<file path="src/rtl/ingress_pkg.sv">
package ingress_pkg;

    localparam int unsigned ING_IN_W     = 17;
    localparam int unsigned ING_OUT_W    = 24;
    localparam int unsigned ING_RC_W     = 4;
    localparam int unsigned ING_PIN_XMAX = 7;
    localparam int unsigned ING_MAX_TOT  = (2 ** ING_RC_W - 1) + ING_PIN_XMAX;
    localparam int unsigned ING_TOT_W    = $clog2(ING_MAX_TOT + 1);
    localparam int unsigned ING_WIDE_W   = ING_IN_W + ING_MAX_TOT + 1;

    localparam logic signed [ING_WIDE_W-1:0] SAT_HI =
        ING_WIDE_W'((longint'(1) <<< (ING_OUT_W - 1)) - 1);
    localparam logic signed [ING_WIDE_W-1:0] SAT_LO = -SAT_HI - 1;

    typedef enum logic [1:0] {
        FMT_FIXED = 2'd0,
        FMT_M14   = 2'd1,
        FMT_M15   = 2'd2,
        FMT_M16   = 2'd3
    } fmt_e;

    typedef enum logic [1:0] {
        MODE_GATED  = 2'd0,
        MODE_STUFF  = 2'd1,
        MODE_SLOT   = 2'd2,
        MODE_SPARE  = 2'd3
    } mode_e;

    typedef struct packed {
        logic                valid;
        logic                zero;
        logic [ING_IN_W-1:0] raw;
    } stage_t;

    typedef struct packed {
        fmt_e                format;
        logic                offset_bin;
        logic                pin_exp_en;
        logic [ING_RC_W-1:0] range_exp;
    } num_cfg_t;

    // number of exponent bits carried in the low end of the bus
    function automatic logic [1:0] exp_bits(input fmt_e f);
        case (f)
            FMT_M14: return 2'd3;
            FMT_M15: return 2'd2;
            FMT_M16: return 2'd1;
            default: return 2'd0;
        endcase
    endfunction

    function automatic logic [ING_OUT_W-1:0] normalise(input logic [ING_IN_W-1:0] raw,
                                                        input num_cfg_t       c);
        logic [1:0]                   eb;
        logic [ING_IN_W-1:0]          low_mask;
        logic [ING_IN_W-1:0]          mant_top;
        logic [ING_TOT_W-1:0]         tot;
        logic signed [ING_WIDE_W-1:0] w;
        eb       = exp_bits(c.format);
        low_mask = ING_IN_W'((32'd1 << eb) - 32'd1);
        // mantissa kept in place at the top, exponent bits cleared
        mant_top = raw & ~low_mask;
        mant_top[ING_IN_W-1] = mant_top[ING_IN_W-1] ^ c.offset_bin;
        tot = ING_TOT_W'(c.range_exp);
        if (c.pin_exp_en)
            tot = tot + ING_TOT_W'(raw & low_mask);
        w = {{(ING_WIDE_W - ING_IN_W){mant_top[ING_IN_W-1]}}, mant_top};
        w = w <<< tot;
        w = w >>> eb;
        if (w > SAT_HI)
            w = SAT_HI;
        else if (w < SAT_LO)
            w = SAT_LO;
        return w[ING_OUT_W-1:0];
    endfunction

endpackage

</file>
<file path="src/rtl/ingress_tap_delay.sv">
module ingress_tap_delay #(
    parameter int unsigned DEPTH = 8,
    localparam int unsigned SEL_W = $clog2(DEPTH)
) (
    input  logic             clk,
    input  logic             rst,
    input  logic             start,
    input  logic [SEL_W-1:0] sel,
    output logic             fire
);
    logic [DEPTH-1:1] dly;
    logic [DEPTH-1:0] taps;

    assign taps = {dly, start};

    for (genvar k = 1; k < DEPTH; k++) begin : g_dly
        always_ff @(posedge clk) begin
            if (rst) dly[k] <= 1'b0;
            else     dly[k] <= taps[k-1];
        end
    end

    assign fire = taps[sel];
endmodule

</file>
<file path="src/rtl/ingress_capture.sv">
module ingress_capture
    import ingress_pkg::*;
(
    input  logic                clk,
    input  logic                rst,
    input  mode_e               mode,
    input  logic                en_n,
    input  logic [ING_IN_W-1:0] data,
    input  logic                fire,
    output stage_t              stage
);
    logic [ING_IN_W-1:0] pick_q;

    // selection register for slot-pick mode, loaded by the delayed enable
    always_ff @(posedge clk) begin
        if (rst)       pick_q <= '0;
        else if (fire) pick_q <= data;
    end

    always_ff @(posedge clk) begin
        if (rst) begin
            stage <= '0;
        end else begin
            unique case (mode)
                MODE_STUFF: begin
                    stage.valid <= 1'b1;
                    stage.zero  <= en_n;
                    stage.raw   <= data;
                end
                MODE_SLOT: begin
                    // realign register driven by the undelayed enable
                    stage.valid <= ~en_n;
                    stage.zero  <= 1'b0;
                    if (!en_n) stage.raw <= pick_q;
                end
                default: begin
                    stage.valid <= ~en_n;
                    stage.zero  <= 1'b0;
                    if (!en_n) stage.raw <= data;
                end
            endcase
        end
    end
endmodule

</file>
<file path="src/rtl/ingress_normalize.sv">
module ingress_normalize
    import ingress_pkg::*;
(
    input  logic                 clk,
    input  logic                 rst,
    input  stage_t               stage,
    input  num_cfg_t             cfg,
    output logic [ING_OUT_W-1:0] out_sample,
    output logic                 out_valid
);
    logic [ING_OUT_W-1:0] conv;

    always_comb conv = stage.zero ? '0 : normalise(stage.raw, cfg);

    always_ff @(posedge clk) begin
        if (rst) begin
            out_valid  <= 1'b0;
            out_sample <= '0;
        end else begin
            out_valid <= stage.valid;
            if (stage.valid) out_sample <= conv;
        end
    end
endmodule

</file>
<file path="src/rtl/adc_front_ingress.sv">
module adc_front_ingress
    import ingress_pkg::*;
#(
    parameter int unsigned SLOTS = 8,
    localparam int unsigned SLOT_W = $clog2(SLOTS)
) (
    input  logic                 clk,
    input  logic                 rst,
    input  logic [1:0]           cfg_format,
    input  logic                 cfg_offset_bin,
    input  logic                 cfg_pin_exp_en,
    input  logic [ING_RC_W-1:0]  cfg_range_exp,
    input  logic [1:0]           cfg_en_mode,
    input  logic [SLOT_W-1:0]    cfg_slot,
    input  logic [ING_IN_W-1:0]  in_sample,
    input  logic                 in_en_n,
    output logic [ING_OUT_W-1:0] out_sample,
    output logic                 out_valid
);
    mode_e    mode;
    num_cfg_t ncfg;
    logic     fire;
    stage_t   stage;

    assign mode            = mode_e'(cfg_en_mode);
    assign ncfg.format     = fmt_e'(cfg_format);
    assign ncfg.offset_bin = cfg_offset_bin;
    assign ncfg.pin_exp_en = cfg_pin_exp_en;
    assign ncfg.range_exp  = cfg_range_exp;

    ingress_tap_delay #(.DEPTH(SLOTS)) u_taps (
        .clk   (clk),
        .rst   (rst),
        .start (~in_en_n),
        .sel   (cfg_slot),
        .fire  (fire)
    );

    ingress_capture u_cap (
        .clk   (clk),
        .rst   (rst),
        .mode  (mode),
        .en_n  (in_en_n),
        .data  (in_sample),
        .fire  (fire),
        .stage (stage)
    );

    ingress_normalize u_norm (
        .clk        (clk),
        .rst        (rst),
        .stage      (stage),
        .cfg        (ncfg),
        .out_sample (out_sample),
        .out_valid  (out_valid)
    );

    logic gated_m, stuff_m, slot_m;
    assign gated_m = (mode == MODE_GATED) || (mode == MODE_SPARE);
    assign stuff_m = (mode == MODE_STUFF);
    assign slot_m  = (mode == MODE_SLOT);

    assert_reset_idle_R1: assert property (@(posedge clk)
        rst |=> (!out_valid && out_sample == '0));

    assert_gated_stall_R7: assert property (@(posedge clk) disable iff (rst)
        (gated_m && in_en_n) ##1 gated_m |=> (!out_valid && $stable(out_sample)));

    assert_zero_stuff_R8: assert property (@(posedge clk) disable iff (rst)
        (stuff_m && in_en_n) ##1 stuff_m |=> (out_valid && out_sample == '0));

    assert_slot_quiet_R9: assert property (@(posedge clk) disable iff (rst)
        (slot_m && in_en_n) ##1 slot_m |=> (!out_valid && $stable(out_sample)));
endmodule

</file>
<file path="config.mk">
export PLATFORM = sky130hd
export DESIGN_NAME = adc_front_ingress
export DESIGN_NICKNAME = d
export VERILOG_FILES = /design/src/rtl/ingress_pkg.sv /design/src/rtl/ingress_tap_delay.sv /design/src/rtl/ingress_capture.sv /design/src/rtl/ingress_normalize.sv /design/src/rtl/adc_front_ingress.sv
export SDC_FILE = /design/constraint.sdc
export NUM_CORES = 1
export LEC_CHECK = 0
export ABC_CLOCK_PERIOD_IN_PS = 13000
export BUFFER_PORTS_ARGS = -buffer_cell sky130_fd_sc_hd__buf_4
export CAP_MARGIN = 20
export CORE_MARGIN = 8
export CORE_UTILIZATION = 45
export CTS_CLUSTER_SIZE = 8
export DETAILED_ROUTE_END_ITERATION = 10
export GPL_TIMING_DRIVEN = 0
export PLACE_DENSITY = 0.62
export SLEW_MARGIN = 20
export SYNTH_ARGS = -nofsm -noshare
export SYNTH_HDL_FRONTEND = slang
export SYNTH_HIERARCHICAL = 1
export SYNTH_SLANG_ARGS = --single-unit
</file>
<file path="constraint.sdc">
create_clock -name clk -period 13 [get_ports clk]
set_clock_uncertainty 0.1 [all_clocks]
set_input_delay 0.65 -clock clk [delete_from_list [all_inputs] [get_ports clk]]
set_output_delay 0.65 -clock clk [all_outputs]
set_load 0.02 [all_outputs]
</file>
==> flow_summary.toml, run 1 <==
[logic_synthesis]
yosysTopAreaCell = "dfxtp_1"
synthMuxAreaShare = 0.155
synth_top_family_by_area = "compound AO/OA/AOI/OAI gates"
synth_top_flop_cell = "dfxtp_1"
synth_edf_count = 0
syn-cell-area_um2 = 6210
yosys_warnings = 6
yosysSeqAreaShare = 0.219
syn_nets = 828
ys_seq_elements = 68
synthAdderAreaFrac = 0.0254
async_flop_share = 0
synth-compound-area-share = 0.310
avgSynthCellArea_um2 = 7.93
syn_inst = 783
synthXorXnorAreaFrac = 0.00826
synth_top_area_share = 0.219
synth_cell_types = 98
synthTopCellsByArea = "dfxtp_1, mux2i_1, nor2_1"
synthSimpleGateAreaFrac = 0.207

[timing]
max_freq_ghz = 0.145
setup_tns_ns = 0
period_share = 0.530
relSlewSlack = 0.355
worst_pin_slew_ns = 0.958
setup_violations = 0
period_needed_ns = 6.89
maxSlewViolCount = 0
grt_setup_unrepaired = "no"
worst_slack_ns = 6.11
finalHoldViolCount = 0

[critical_path]
crit_arrival_ns = 6.99
rr_worst_depth = 17
worstPathRequired_ns = 13.09
critPathKind = "in -> reg"
crit_buf_inv = 7
critPathLaunchType = "input port"
endpoint_kind = "flop"
path_max_fanout = 10
crit_path_cell_trace = "buf_4, inv_1, ha_1, clkbuf_1, clkbuf_1, buf_1, nand2_1, fa_1, xnor2_1, a21oi_2, buf_2, nor3_1, nor3_1, o211ai_2, nor3_1, nor2_1, a22oi_1, nand4_1, o311ai_4, buf_6, o311ai_1"
crit_path_max_incr_delay_ns = 0.75
crit_slowest_cell = "nor3_1"
worst-path-stages = 21
critPathMostFrequentCell = "nor3_1"
crit_family = "buffers and inverters"

[floorplanning]
start_util = 0.454
rows = 43
die_h_um = 133
ios = 58
die_area_um2 = 17800
core_area_um2 = 13700
fp.dieW_um = 133

[run]
max_cap_viol_count = 0

[cts]
clock_latency_ns = 0.34
post-cts-setup-buffer-count = 0
cts_buffer_depth = 2
clkTransAtPathRegs_ns = 0.06
holdBufCountCts = 0
post_cts_resized = 0
clock-root-buffer = "clkbuf_16"
cts_tree = "yes"
htree_num_levels = 3
cts_made_buffers = 9
cts_sinks = 68

[cells_and_area]
layout_commonest_cell = "nor2_1"
nets = 895
layoutNonFillerInstCount = 1035
final_core_util = 0.526
multi_input_area_um2 = 4380
seq_area_um2 = 1360
fillCellCount = 1344
area_growth_pct = 15.7
drive_gt1_frac = 0.212
n_antenna_cell = 0
final_cell_mix = "nor2_1, nand2_1, dfxtp_1"
final_area_um2 = 7180

[global_routing]
overflow = 0
antenna_found_initial = 0
grt_pass1_wl_um = 33600
grt_max_degree = 15
grt_usage = 0.232
grt_pass1_vias = 6197

[outcome]
outcome = "finished clean"

[placed_design]
place_ws_ns = 5.98
port_buffers = 56
dp_cells = 1019
gp_congestion = 0.931
dpl-instance-area_um2 = 6850
dp_hpwl_um = 16400

[routing]
drt-initial-drc-count = 556
vias = 6495
finalWirelength_um = 21000
drcViolationCount = 0
drt-vias-per-instance = 6.28
drt_pass1_iterations = 5
drtAntennaViolNets = 0
wire_per_inst_um = 20.3

[min_path]
hold_class = "reg -> reg"
whs_path_depth = 1

[power_and_ir_drop]
power_density_nw_per_um2 = 119
max-vdd-ir-drop_uv = 92.5
leakage_uw = 0.00286
## where the power goes
part	internal, µW	switching, µW	total [µW]	leakage (µW)
logic	131	219	350	0.00215
clock network	171	98.8	270	0.000159
registers	224	12.5	237	0.000557
## cell usage after synthesis, types with 5 or more instances
cell type	number
o221ai_1	5
a2111oi_0	5
a22oi_1	19
o311ai_2	8
o211a_1	8
o21ai_1	10
a31oi_1	10
clkbuf_1	25
nand3_1	10
or2_2	6
nor2b_1	23
a31o_2	16
o31ai_1	5
dfxtp_1	68
nor4_1	6
o21ai_0	25
buf_6	9
a211oi_1	9
inv_1	28
nor3_1	23
ha_1	11
nand2_1	71
mux2_2	13
buf_2	18
nand2b_1	8
a21oi_1	59
mux2i_1	62
o211ai_1	11
nor2_1	85
o21a_1	5
buf_4	7
## cells by family after synthesis
kind of cell | count (synthesis)
AO/OA/AOI/OAI | 255
XOR/XNOR | 5
adder cells (fa/ha/maj) | 12
buffers and inverters | 92
flip-flops | 68
multiplexers | 85
other | 1
AND/OR/NAND/NOR | 265
## state kept, by name (all words and copies together) (netlist names)
signal	cells
u_cap/stage	19
u_cap/pick_q	17
u_norm/out_sample	24
u_norm/out_valid	1
u_taps/dly	7
## through the flow
step                hold WS [ns]  power, µW
finish                     0.364        856
global route               0.382        897
CTS                        0.364        854
detailed placement         0.358        581
global placement           0.356        580
floorplan                  0.329        478
## per-layer routing
metal	global-route usage	wire (µm)	part of all wire
met1	0.295	9150	0.44
met2	0.375	9710	0.46
met3	0.0429	1410	0.067
met4	0.100	722	0.034
met5	0	0	0
## path summary, 6_finish.rpt
path | slack (ns) | startpoint | end
hold reg to reg | 0.36 | u_taps/dly[1] | u_taps/dly[2]
setup / recovery | 6.11 | cfg_format[1] | u_norm/out_sample[10]
hold / removal | 0.36 | u_taps/dly[1] | u_taps/dly[2]
setup reg to reg | 7.61 | u_cap/stage[0] | u_norm/out_sample[10]
## cell type report
type,instances,area share
Clock buffer,9,0.0313
Buffer,64,0.0498
Inverter,28,0.0146
Sequential cell,68,0.189
Tap cell,180,0.0313
Timing Repair Buffer,56,0.0585
Clock inverter,7,0.0146
Multi-Input combinational cell,623,0.610
Note: power is estimated with default switching activity, not from simulation.
==> run 2, diff against run 1 <==
ABC_CLOCK_PERIOD_IN_PS = 6270   (was 13000)
PLACE_DENSITY = 0.65   (was 0.62)
clock period = 6.27 ns   (was 13 ns; I/O delays follow)
==> flow_summary.toml, run 2 (same netlist as run 1, synthesis figures left out) <==
[power_and_ir_drop]
swShare = 0.383
pwr-share-clk = 0.311
switching_power_uw = 678
pwr-share-comb = 0.411
internal-power_uw = 1090
seq_power_share = 0.277
leakage_uw = 0.00288
power_density_nw_per_um2 = 245
power_uw = 1770
max-vdd-ir-drop_uv = 194

[cts]
clock-root-buffer = "clkbuf_16"
clock_latency_ns = 0.33
cts_sinks = 68
cts_buffer_depth = 2
holdBufCountCts = 0
cts_made_buffers = 9
cts_tree = "yes"
htree_num_levels = 3
clkTransAtPathRegs_ns = 0.06

[floorplanning]
core_area_um2 = 13700
die_h_um = 133
die_area_um2 = 17800
fp.dieW_um = 133
rows = 43
ios = 58
start_util = 0.454

[critical_path]
path_max_fanout = 10
cp-startpoint = "cfg_format[1]"
critPathLaunchType = "input port"
r2r_start = "u_cap/stage[0]"
critPathKind = "in -> reg"
r2r_slack_ns = 1.11
crit_path_cell_trace = "buf_4, inv_1, ha_1, clkbuf_2, clkbuf_2, buf_2, nand2_1, fa_1, xor2_2, o21ai_2, buf_4, a2111oi_1, nor4_4, mux2i_1, mux2_2, a21oi_1, nand4_1, a2111oi_2, a21oi_2, buf_6, o311ai_2"
crit_buf_inv = 7
crit_path_max_incr_delay_ns = 0.56
crit_slowest_cell = "fa_1"
endpoint_kind = "flop"
r2r-end = "u_norm/out_sample[14]"
crit_arrival_ns = 6.08
worstPathRequired_ns = 6.41
crit_family = "compound AO/OA/AOI/OAI gates"
rr_worst_depth = 17

[run]
max_cap_viol_count = 0

[global_routing]
grt_pass1_wl_um = 33700
antenna_found_initial = 0
overflow = 0
grt_usage = 0.229
grt_max_degree = 14
grt_pass1_vias = 6331

[placed_design]
gp_congestion = 0.950
port_buffers = 56
dp_hpwl_um = 15800

[min_path]
hold_start = "rst"
min_to = "u_taps/dly[2]"
whs_path_depth = 2
hold_class = "in -> reg"

[routing]
drt-vias-per-instance = 6.26
drt_pass1_iterations = 7
drcViolationCount = 0
vias = 6488
drtAntennaViolNets = 0
finalWirelength_um = 20600
wire_per_inst_um = 19.8
drt-initial-drc-count = 723

[cells_and_area]
largest_reg_flops = 24
final_cell_mix = "nor2_1, nand2_1, dfxtp_1"
top_regs = "u_norm/out_sample x24, u_cap/stage x19, u_cap/pick_q x17"
n_antenna_cell = 0
seq_area_um2 = 1360
layout_commonest_cell = "nor2_1"
top_register = "u_norm/out_sample"
drive_gt1_frac = 0.219
nets = 897
fillCellCount = 1346
multi_input_area_um2 = 4400
area_growth_pct = 16.1
final_core_util = 0.528

[timing]
period_share = 0.947
maxSlewViolCount = 0
worst_pin_slew_ns = 0.994
period_needed_ns = 5.94
relSlewSlack = 0.332
grt_setup_unrepaired = "no"
setup_tns_ns = 0
max_freq_ghz = 0.168
finalHoldViolCount = 0
setup_violations = 0

[outcome]
outcome = "finished clean"
==> run 2: cell types whose count changed in the layout (fill, tap and decap cells not counted), sizes merged <==
cell,delta
buf,+2
clkinv,+2
inv,-2
==> run 2: worst max-delay path by stage <==
stage	endpoint	slack [ns]	cells after the start
4_1_cts	u_norm/out_sample[11]	0.19	21
5_1_grt	u_norm/out_sample[14]	0.008	20
3_3_place_gp	u_norm/out_sample[11]	-0.48	21
2_1_floorplan	u_norm/out_sample[12]	1.06	20
6_report	u_norm/out_sample[14]	0.33	21
3_5_place_dp	u_norm/out_sample[11]	-0.46	21
==> run 2: layer usage <==
layer	vias to the layer above	track usage	share of wire
met3	55	0.0463	0.079
li1	3047	-	-
met5	-	0	0
met1	3064	0.298	0.44
met2	322	0.365	0.45
met4	0	0.0848	0.027
==> run 2: final cells by class <==
| type | instances | area share |
|---|---|---|
| Inverter | 28 | 0.0146 |
| Clock inverter | 7 | 0.0137 |
| Buffer | 64 | 0.0501 |
| Clock buffer | 9 | 0.0312 |
| Timing Repair Buffer | 58 | 0.0604 |
| Tap cell | 180 | 0.0312 |
| Multi-Input combinational cell | 623 | 0.610 |
| Sequential cell | 68 | 0.189 |
==> run 2: worst reg2reg max path, delay by kind of cell (launching register included) <==
kind                     cells  cell delay (ns)
AO/OA/AOI/OAI                6             1.56
buffers and inverters        3             0.55
flip-flops                   1             0.37
XOR/XNOR                     1             0.25
AND/OR/NAND/NOR              3             0.81
multiplexers                 2             0.70
adder cells (fa/ha/maj)      2             0.75
==> run 2: power groups by stage <==
stage               logic (µW)  registers [µW]  clock network [µW]
floorplan                  479             513                   0
global placement           697             499                   0
detailed placement         697             500                   0
CTS                        702             490                 559
global route               781             494                 578
finish                     727             491                 550
==> run 2: stage by stage <==
stage / hold WS, ns / instance area [µm²] / instances / setup slack, ns
6_report: 0.121 / 7210 / 1037 / 0.330
5_1_grt: 0.132 / 7210 / 1037 / 0.00824
4_1_cts: 0.118 / 7180 / 1035 / 0.195
3_5_place_dp: 0.351 / 6850 / 1019 / -0.458
3_3_place_gp: 0.354 / 6850 / 1019 / -0.482
2_1_floorplan: 0.285 / 6210 / 783 / 1.06
==> run 2: repair_timing <==
| action | in CTS | in global routing |
|---|---|---|
| setup buffers | 0 | 2 |
| gates resized for setup | 2 | 5 |
| cloned | 0 | 0 |
| pin swaps | 0 | 1 |
| setup endpoints to repair | 23 | 23 |
==> run 3, diff against run 2 <==
CORE_UTILIZATION = 55   (was 45)
CTS_BUF_LIST = sky130_fd_sc_hd__clkbuf_16   (was default)
PLACE_DENSITY = 0.77   (was 0.65)
==> flow_summary.toml, run 3 (same netlist as run 1, synthesis figures left out) <==
[outcome]
outcome = "finished clean"

[cts]
cts_sinks = 68
cts_made_buffers = 9
clock_latency_ns = 0.34
cts_tree = "yes"
cts_buffer_depth = 2
clock-root-buffer = "clkbuf_16"
clkTransAtPathRegs_ns = 0.06
htree_num_levels = 3
holdBufCountCts = 0

[timing]
finalHoldViolCount = 0
setup_violations = 0
setup_tns_ns = 0
worst_pin_slew_ns = 0.849
period_share = 0.965
maxSlewViolCount = 0
period_needed_ns = 6.05
max_freq_ghz = 0.165
relSlewSlack = 0.429

[floorplanning]
die_area_um2 = 14900
ios = 58
die_h_um = 122
rows = 39
core_area_um2 = 11200
fp.dieW_um = 122
start_util = 0.553

[global_routing]
grt_usage = 0.277
grt_pass1_vias = 6280
antenna_found_initial = 0
grt_max_degree = 15
grt_pass1_wl_um = 33000
overflow = 0

[min_path]
min_to = "u_taps/dly[4]"
whs_path_depth = 2
hold_class = "in -> reg"
hold_start = "rst"

[placed_design]
gp_congestion = 0.994
dp_hpwl_um = 16200
port_buffers = 56

[critical_path]
worstPathRequired_ns = 6.42
crit_arrival_ns = 6.20
critPathKind = "in -> reg"
endpoint_kind = "flop"
path_max_fanout = 10
r2r_start = "u_cap/stage[0]"
rr_worst_depth = 17
r2r-end = "u_norm/out_sample[13]"
r2r_slack_ns = 1.07
critPathLaunchType = "input port"

[cells_and_area]
largest_reg_flops = 24
final_core_util = 0.638
top_regs = "u_norm/out_sample x24, u_cap/stage x19, u_cap/pick_q x17"
top_register = "u_norm/out_sample"
n_antenna_cell = 0
final_cell_mix = "nor2_1, nand2_1, dfxtp_1"
nets = 897
fillCellCount = 1003
layout_commonest_cell = "nor2_1"
drive_gt1_frac = 0.219
area_growth_pct = 15.4

[power_and_ir_drop]
swShare = 0.394
leakage_uw = 0.00287
internal-power_uw = 1060
max-vdd-ir-drop_uv = 248
pwr-share-clk = 0.298
switching_power_uw = 688
power_density_nw_per_um2 = 244
seq_power_share = 0.281
pwr-share-comb = 0.421

[routing]
drt_pass1_iterations = 5
vias = 6512
drt-initial-drc-count = 843
drt-vias-per-instance = 6.51
drcViolationCount = 0
finalWirelength_um = 20800
wire_per_inst_um = 20.8
drtAntennaViolNets = 0

[run]
max_cap_viol_count = 0
## run 3: critical path: stages
cell	delay [ns]
buf_4	0.09
inv_1	0.06
ha_1	0.45
clkbuf_1	0.37
clkbuf_2	0.32
clkbuf_2	0.29
nand2_1	0.18
fa_1	0.56
xor2_2	0.25
o21ai_2	0.28
buf_4	0.27
a2111oi_1	0.14
nor4_4	0.45
mux2i_1	0.31
mux2_2	0.37
a21oi_1	0.26
nand4_1	0.16
a2111oi_2	0.41
a21oi_2	0.18
buf_6	0.21
o311ai_2	0.26
## run 3: power groups by stage
stage	registers, µW	logic [µW]	clock network [µW]
floorplan	513	479	0
global placement	499	692	0
detailed placement	500	699	0
CTS	491	704	526
global route	494	782	546
finish	491	734	519
## run 3: worst max path at each step
stage | start | endpoint | slack, ns | cells after the start
floorplan | cfg_format[1] | u_norm/out_sample[12] | 1.06 | 20
global placement | cfg_format[1] | u_norm/out_sample[13] | -0.38 | 21
detailed placement | cfg_format[1] | u_norm/out_sample[8] | -0.47 | 21
CTS | cfg_format[1] | u_norm/out_sample[12] | 0.001 | 21
global route | cfg_format[1] | u_norm/out_sample[18] | -0.02 | 21
finish | cfg_format[1] | u_norm/out_sample[13] | 0.22 | 21
## run 3: layout make-up
cell class	instances	area, µm²	area share
clock inverter	7	80.1	0.0112
timing repair buffer	58	448	0.0625
sequential	68	1360	0.190
tap	143	179	0.0250
multi-input combinational	623	4400	0.615
inverter	28	105	0.0147
buffer	64	360	0.0503
clock buffer	9	225	0.0314
## run 3: stage by stage
| step | worst slack, ns | std cells | hold WS [ns] | area, µm² | total power (µW) |
|---|---|---|---|---|---|
| floorplan | 1.06 | 783 | 0.285 | 6210 | 992 |
| global placement | -0.375 | 982 | 0.356 | 6810 | 1190 |
| detailed placement | -0.472 | 982 | 0.348 | 6810 | 1200 |
| CTS | 0.00109 | 998 | 0.106 | 7120 | 1720 |
| global route | -0.0183 | 1000 | 0.119 | 7160 | 1820 |
| finish | 0.218 | 1000 | 0.111 | 7160 | 1740 |
## run 3: layer usage
| metal | vias up | routed length, µm | global-route usage |
|---|---|---|---|
| met3 | 66 | 1420 | 0.0584 |
| met5 | - | 0 | 0 |
| met4 | 0 | 830 | 0.130 |
| li1 | 3052 | - | - |
| met2 | 307 | 9750 | 0.439 |
| met1 | 3087 | 8830 | 0.356 |
## run 3: what timing repair did
action,CTS,global route
pin swaps,0,1
buffers inserted,0,2
resized for setup,1,7
endpoints found under the setup margin,22,23
cloned,0,0
